`config.mk`:
```
export PLATFORM = sky130hd
export DESIGN_NAME = rx_addr_filter
export DESIGN_NICKNAME = d
export VERILOG_FILES = /design/src/rtl/rxf_pkg.sv /design/src/rtl/rxf_match.sv /design/src/rtl/rxf_deadline.sv /design/src/rtl/rxf_seq.sv /design/src/rtl/rx_addr_filter.sv
export SDC_FILE = /design/constraint.sdc
export NUM_CORES = 1
export LEC_CHECK = 0
export BUFFER_PORTS_ARGS = -buffer_cell sky130_fd_sc_hd__buf_2
export CORE_MARGIN = 4
export CORE_UTILIZATION = 47
export CTS_CLUSTER_SIZE = 8
export DETAILED_ROUTE_END_ITERATION = 7
export GPL_ROUTABILITY_DRIVEN = 0
export HOLD_SLACK_MARGIN = 0.05
export PLACE_DENSITY = 0.79
export SYNTH_ARGS = -nofsm -noshare
export SYNTH_HDL_FRONTEND = slang
export SYNTH_HIERARCHICAL = 1
export SYNTH_SLANG_ARGS = --single-unit
```
`constraint.sdc`:
```
create_clock -name clk -period 1.35 [get_ports clk]
set_input_delay 0.27 -clock clk [delete_from_list [all_inputs] [get_ports clk]]
set_output_delay 0.27 -clock clk [all_outputs]
set_load 0.02 [all_outputs]
```
`src/rtl/rxf_pkg.sv`:
```
package rxf_pkg;
  // Which acceptance rule fired for the held first word.
  typedef struct packed {
    logic promisc;
    logic bcast;
    logic own;
    logic monitor;
  } rxf_hits_t;
endpackage

```
`src/rtl/rxf_match.sv`:
```
module rxf_match
  import rxf_pkg::*;
#(
  parameter int ADDR_W = 8,
  parameter int WORD_W = 16,
  parameter logic [ADDR_W-1:0] MON_ADDR = 8'hFE
) (
  input  logic [ADDR_W-1:0] station,
  input  logic [WORD_W-1:0] word,
  output rxf_hits_t         hits,
  output logic              hit
);
  localparam int DEST_LO = WORD_W - ADDR_W;

  logic [ADDR_W-1:0] dest;

  generate
    if (WORD_W < 2 * ADDR_W) begin : g_bad_width
      initial $error("rxf_match: word too narrow for destination and source");
    end
  endgenerate

  // Destination is the top byte; the source byte below is masked off.
  assign dest = word[WORD_W-1:DEST_LO];

  always_comb begin
    hits.promisc = (station == '0);
    hits.bcast   = (dest == '0);
    hits.own     = (dest == station);
    hits.monitor = (dest == MON_ADDR);
    hit          = |hits;
  end
endmodule

```
`src/rtl/rxf_deadline.sv`:
```
module rxf_deadline #(
  parameter int TICKS = 14,
  localparam int CNT_W = $clog2(TICKS + 1)
) (
  input  logic clk,
  input  logic rst_n,
  input  logic clear,
  input  logic count_en,
  output logic expire
);
  localparam logic [CNT_W-1:0] LAST = CNT_W'(TICKS - 1);

  logic [CNT_W-1:0] cnt_q, cnt_d;

  always_comb begin
    expire = count_en && (cnt_q == LAST);
    cnt_d  = cnt_q;
    if (clear) begin
      cnt_d = '0;
    end else if (count_en && (cnt_q != LAST)) begin
      cnt_d = cnt_q + 1'b1;
    end
  end

  always_ff @(posedge clk or negedge rst_n) begin
    if (!rst_n) begin
      cnt_q <= '0;
    end else begin
      cnt_q <= cnt_d;
    end
  end

  // tick count never exceeds the deadline window
  assert_cnt_bound_R10: assert property (@(posedge clk) disable iff (!rst_n)
    cnt_q <= LAST);
endmodule

```
`src/rtl/rxf_seq.sv`:
```
module rxf_seq #(
  parameter int WORD_W = 16
) (
  input  logic              clk,
  input  logic              rst_n,
  input  logic              enable,
  input  logic              first_valid,
  input  logic [WORD_W-1:0] first_word,
  input  logic              hit,
  input  logic              expire,
  output logic [WORD_W-1:0] word_q,
  output logic              pending_q,
  output logic              capture,
  output logic              accept_q,
  output logic              reject_q,
  output logic              late_q
);
  logic              decide, drop;
  logic              pending_d, accept_d, reject_d, late_d;
  logic [WORD_W-1:0] word_d;

  always_comb begin
    capture   = first_valid && !pending_q;
    decide    = pending_q && enable;
    drop      = pending_q && !enable && expire;
    pending_d = pending_q;
    if (capture) begin
      pending_d = 1'b1;
    end else if (decide || drop) begin
      pending_d = 1'b0;
    end
    word_d   = capture ? first_word : word_q;
    accept_d = decide && hit;
    reject_d = (decide && !hit) || drop;
    late_d   = late_q;
    if (drop) begin
      late_d = 1'b1;
    end else if (capture) begin
      late_d = 1'b0;
    end
  end

  always_ff @(posedge clk or negedge rst_n) begin
    if (!rst_n) begin
      pending_q <= 1'b0;
      accept_q  <= 1'b0;
      reject_q  <= 1'b0;
      late_q    <= 1'b0;
      word_q    <= '0;
    end else begin
      pending_q <= pending_d;
      accept_q  <= accept_d;
      reject_q  <= reject_d;
      late_q    <= late_d;
      if (capture) begin
        word_q <= word_d;
      end
    end
  end

  assert_one_of_two_R7: assert property (@(posedge clk) disable iff (!rst_n)
    !(accept_q && reject_q));
  assert_accept_pulse_R7: assert property (@(posedge clk) disable iff (!rst_n)
    accept_q |=> !accept_q);
  assert_reject_pulse_R7: assert property (@(posedge clk) disable iff (!rst_n)
    reject_q |=> !reject_q);
  assert_needs_pending_R7: assert property (@(posedge clk) disable iff (!rst_n)
    $rose(accept_q) || $rose(reject_q) |-> $past(pending_q));
  assert_hold_while_off_R8: assert property (@(posedge clk) disable iff (!rst_n)
    pending_q && !enable && !expire |=> pending_q && !accept_q);
  assert_drop_strobe_R9: assert property (@(posedge clk) disable iff (!rst_n)
    pending_q |=> $stable(word_q));
  assert_late_rise_R10: assert property (@(posedge clk) disable iff (!rst_n)
    $rose(late_q) |-> reject_q);
endmodule

```
`src/rtl/rx_addr_filter.sv`:
```
module rx_addr_filter
  import rxf_pkg::*;
#(
  parameter int ADDR_W = 8,
  parameter int WORD_W = 16,
  parameter logic [ADDR_W-1:0] MON_ADDR = 8'hFE,
  parameter int DEADLINE_TICKS = 14
) (
  input  logic              clk,
  input  logic              rst_n,
  input  logic              enable,
  input  logic [ADDR_W-1:0] station,
  input  logic              first_valid,
  input  logic [WORD_W-1:0] first_word,
  input  logic              word_tick,
  output logic              accept_o,
  output logic              reject_o,
  output logic              late_o
);
  logic [WORD_W-1:0] word_q;
  logic              pending, capture, hit, expire;
  rxf_hits_t         hits;

  rxf_match #(.ADDR_W(ADDR_W), .WORD_W(WORD_W), .MON_ADDR(MON_ADDR)) u_match (
    .station (station),
    .word    (word_q),
    .hits    (hits),
    .hit     (hit)
  );

  rxf_deadline #(.TICKS(DEADLINE_TICKS)) u_deadline (
    .clk      (clk),
    .rst_n    (rst_n),
    .clear    (capture),
    .count_en (pending && word_tick),
    .expire   (expire)
  );

  rxf_seq #(.WORD_W(WORD_W)) u_seq (
    .clk         (clk),
    .rst_n       (rst_n),
    .enable      (enable),
    .first_valid (first_valid),
    .first_word  (first_word),
    .hit         (hit),
    .expire      (expire),
    .word_q      (word_q),
    .pending_q   (pending),
    .capture     (capture),
    .accept_q    (accept_o),
    .reject_q    (reject_o),
    .late_q      (late_o)
  );

  // zero station accepts whatever is pending
  assert_promisc_R4: assert property (@(posedge clk) disable iff (!rst_n)
    pending && enable && (station == '0) |=> accept_o);
  // zero destination accepted
  assert_bcast_R2: assert property (@(posedge clk) disable iff (!rst_n)
    pending && enable && (word_q[WORD_W-1 -: ADDR_W] == '0) |=> accept_o);
  // monitoring address accepted
  assert_monitor_R3: assert property (@(posedge clk) disable iff (!rst_n)
    pending && enable && (word_q[WORD_W-1 -: ADDR_W] == MON_ADDR) |=> accept_o);
endmodule

```
# Word-level counts from Yosys, hierarchy flattened

Cells that the tools add are included.
W data, S select, Z words.

Equality and inequality tests: 4
Reductions and logical operators: 20
Add/sub/neg operators: 1
Mux-type cells: 6

Operators with widths:

| operator              | number |
|---|---|
| $logic_not A8 Y1      | 2 |
| $logic_and A1 B1 Y1   | 9 |
| $eq A8 B8 Y1          | 1 |
| $eq A8 B8 Y1 const B  | 1 |
| $mux W4               | 2 |
| $reduce_bool A2 Y1    | 3 |
| $add A4 B1 Y4 const B | 1 |
| $eq A4 B4 Y1 const B  | 1 |
| $mux W1               | 4 |
| $ne A4 B4 Y1 const B  | 1 |
| $reduce_or A4 Y1      | 1 |
| $logic_not A1 Y1      | 3 |
| $logic_or A1 B1 Y1    | 2 |

Output and inout bits: 3
Logic and storage cells: 37
Input port bits: 29
Bits in registers: 24

# Depth between registers and ports, before layout

Word-level depth: 6
Depth in mapped cells: 6
Depth with buffers taken out: 6

# Cells and area by module

Netlist, hierarchy kept.

Modules (own cells, without submodules):

| module         | seq. area each (µm²) | cells an instance | instances | area each (µm²) |
|---|---|---|---|---|
| rxf_seq        | 500.5                | 49                | 1         | 807.0 |
| rxf_deadline   | 100.1                | 24                | 1         | 241.5 |
| rxf_match      | 0.0                  | 21                | 1         | 150.1 |
| rx_addr_filter | 0.0                  | 1                 | 1         | 6.3 |

# Least setup slack after synthesis

OpenSTA, ideal clock, no wires.

Path type: reg-to-reg
Start point: register u_seq.word_q[11]
End point: register u_seq.reject_q
Period minus slack after synthesis: 1,463 ps
Cell stages (with the launch flop): 7
Arrival: 1,386 ps
Required time: 1,273 ps
Library setup time: 77 ps
Slack: -113 ps
Path buffers: 0
Path through: dfrtp_1 -> xnor2_1 -> nand4_1 -> nor2_1 -> or4_1 -> nand2b_1 -> a21oi_1

RTL lines:

| what                   | line          | source |
|---|---|---|
| from (decl)            | rxf_seq.sv:11 | `output logic [WORD_W-1:0] word_q,` |
| from (signal assigned) | rxf_seq.sv:56 | `word_q <= word_d;` |
| to (signal assigned)   | rxf_seq.sv:53 | `reject_q <= reject_d;` |
| to (decl)              | rxf_seq.sv:15 | `output logic reject_q,` |

==> flow_metrics.py <==
metrics = {
    "status": {
        "run_status": "complete, but fails checks",
        "violations": "negative setup slack",
    },
    "worst_setup_path": {
        "worstReg2RegStart": "u_seq/word_q[11]",
        "r2r_cells": 6,
        "endpoint_kind": "register",
        "crit_path_top_delay_cell": "dfrtp_1",
        "arrival_ns": 1.72,
        "worstReg2RegEnd": "u_seq/reject_q",
        "path_buf_inv": 0,
        "crit_required_ns": 1.58,
        "rrSetupSlack_ns": -0.14,
        "slowest_delay_ns": 0.43,
        "startpoint_type": "register",
        "path_max_fanout": 4,
        "critPathKind": "reg -> reg",
        "path_cells": "xnor2_1 > nand4_1 > nor2_1 > or4_4 > nand2b_4 > a21oi_2",
        "critPathTopFamily": "simple AND/OR/NAND/NOR gates",
    },
    "cts": {
        "cts_buffers": 3,
        "ctsHtreeMaxLevel": 1,
        "path_clk_slew_ns": 0.10,
        "ctsRootBufferMaster": "clkbuf_4",
        "cts_tree": "done",
        "clockBufferDepth": 2,
        "clk_latency_ns": 0.29,
        "clock_sinks": 16,
    },
    "sta": {
        "hold_viol": 0,
        "max_slew.worst_pin.slew_ns": 0.361,
        "hold-worst-slack_ns": 0.202,
        "setup_ws_ns": -0.142,
        "slew_headroom_pct": 76.0,
        "fin_crit_ns": 1.49,
        "finalMaxSlewViolations": 0,
        "fmax_mhz": 670,
        "post-route-period-util_pct": 111,
        "tns_ns": -0.256,
        "setup-violations-final": 2,
        "skew_ns": 0.00542,
        "rsz0062_at_grt": "yes",
    },
    "grt": {
        "antenna_found_initial": 0,
        "grtUsageMet1_pct": 18.8,
        "grt_max_degree": 17,
        "grt_usage_pct": 16.7,
        "grt_pass1_vias": 735,
        "met2_usage_pct": 30.8,
        "grt_pass1_wl_um": 3280,
        "grt-ovfl-total": 0,
        "grt_use_met3_pct": 5.73,
        "top_usage_layer": "met2",
    },
    "die": {
        "die_y_um": 51.9,
        "start_util_pct": 50.9,
        "row_count": 15,
        "core-area_um2": 1780,
        "die_w_um": 51.9,
        "fp.dieArea_um2": 2700,
        "io_pins": 32,
    },
    "place": {
        "place_inst": 133,
        "io_buffers": 23,
        "pre_cts_slack_ns": -0.151,
        "dp_hpwl_um": 1470,
    },
    "min_path": {
        "min_from": "first_word[12]",
        "hold_depth": 2,
        "min_path_type": "in -> reg",
        "hold-path-endpoint": "u_seq/word_q[12]",
    },
    "cells_and_area": {
        "antenna_cells": 0,
        "stdcell_count": 141,
        "drive_gt1_share_pct": 49.1,
        "syn2layout_area_growth_pct": 31.0,
        "final_nets": 148,
    },
    "yosys": {
        "syn_inst": 79,
        "synth_area_um2": 907,
        "yosys_warnings": 6,
        "avgSynthCellArea_um2": 11.5,
        "syn-num-nets": 110,
    },
    "drt": {
        "viasPerCell": 5.26,
        "ant_nets": 0,
        "drc": 0,
        "vias": 741,
        "dr.pass1.iters": 4,
        "routed_wl_um": 2020,
        "routedWlPerCell_um": 14.3,
        "drt_iter0_markers": 6,
    },
    "power": {
        "p_leak_uw": 0.000548,
        "total_power_uw": 1490,
        "peakVddDrop_v": 0.000832,
        "power_density_nw_per_um2": 1260,
    },
    "run": {
        "max_cap_violations": 0,
    },
}
layer usage:
metal | vias up | part of all wire [%] | wire length (um)
met5 | - | 0 | 0
met4 | 0 | 0.69 | 14
met3 | 4 | 7.2 | 145
met2 | 30 | 54 | 1090
met1 | 349 | 38 | 768
li1 | 358 | - | -
placed cells by master, fill, tap and decap left out, types with 2 or more instances in the layout:
cell,n
nor2b_1,2
mux2_4,7
nor2_1,6
clkbuf_4,3
nand3_1,2
buf_2,23
mux2_2,2
and2_4,2
or4_1,4
a21oi_1,2
nand4_1,4
nand2b_4,2
nor3_1,2
inv_1,2
dfrtp_1,16
buf_4,11
xnor2_1,8
stage by stage:
stage | util, % | area [um^2]
2_1_floorplan | - | 907
3_3_place_gp | 60.7 | 1080
3_5_place_dp | 60.7 | 1080
4_1_cts | 64.1 | 1140
5_1_grt | 66.7 | 1190
6_report | 66.7 | 1190
state kept, by name, summed over array words and instances (netlist names):
| name | cells |
|---|---|
| u_seq/word_q | 8 |
| u_deadline/cnt_q | 4 |
| u_seq/accept_q | 1 |
| u_seq/reject_q | 1 |
| u_seq/pending_q | 1 |
| u_seq/late_q | 1 |
power by group:
group          internal (uW)  leakage [uW]  switching [uW]  total [uW]
Sequential               566      0.000200             102         668
Clock                    164     0.0000210             157         321
Combinational            312      0.000327             193         505
how the worst max path moves through the flow:
stage                           startpoint              to  slack, ns  cells after the start
after floorplan           u_seq/word_q[15]  u_seq/reject_q      0.003                      5
after global routing      u_seq/word_q[11]  u_seq/reject_q      -0.24                      6
after detailed placement  u_seq/word_q[11]  u_seq/reject_q      -0.15                      6
final                     u_seq/word_q[11]  u_seq/reject_q      -0.14                      6
after CTS                 u_seq/word_q[11]  u_seq/reject_q      -0.17                      6
after global placement    u_seq/word_q[13]  u_seq/reject_q      -0.11                      6
area by class of cell:
class                           instances  area (um^2)
Fill cell                             139          594
Timing Repair Buffer                   35          208
Tap cell                               25         31.3
Multi-Input combinational cell         58          502
Inverter                                3         11.3
Clock buffer                            4         36.3
Sequential cell                        16          400
what timing repair did:
item                                   in CTS  in global routing
pin swaps                                   3                  2
setup endpoints to repair                   2                  5
buffers inserted                            2                  1
endpoints found under the hold margin      16                  0
hold buffers                                1                  0
resized for setup                           0                  9
Note: power is estimated with default switching activity, not from simulation.
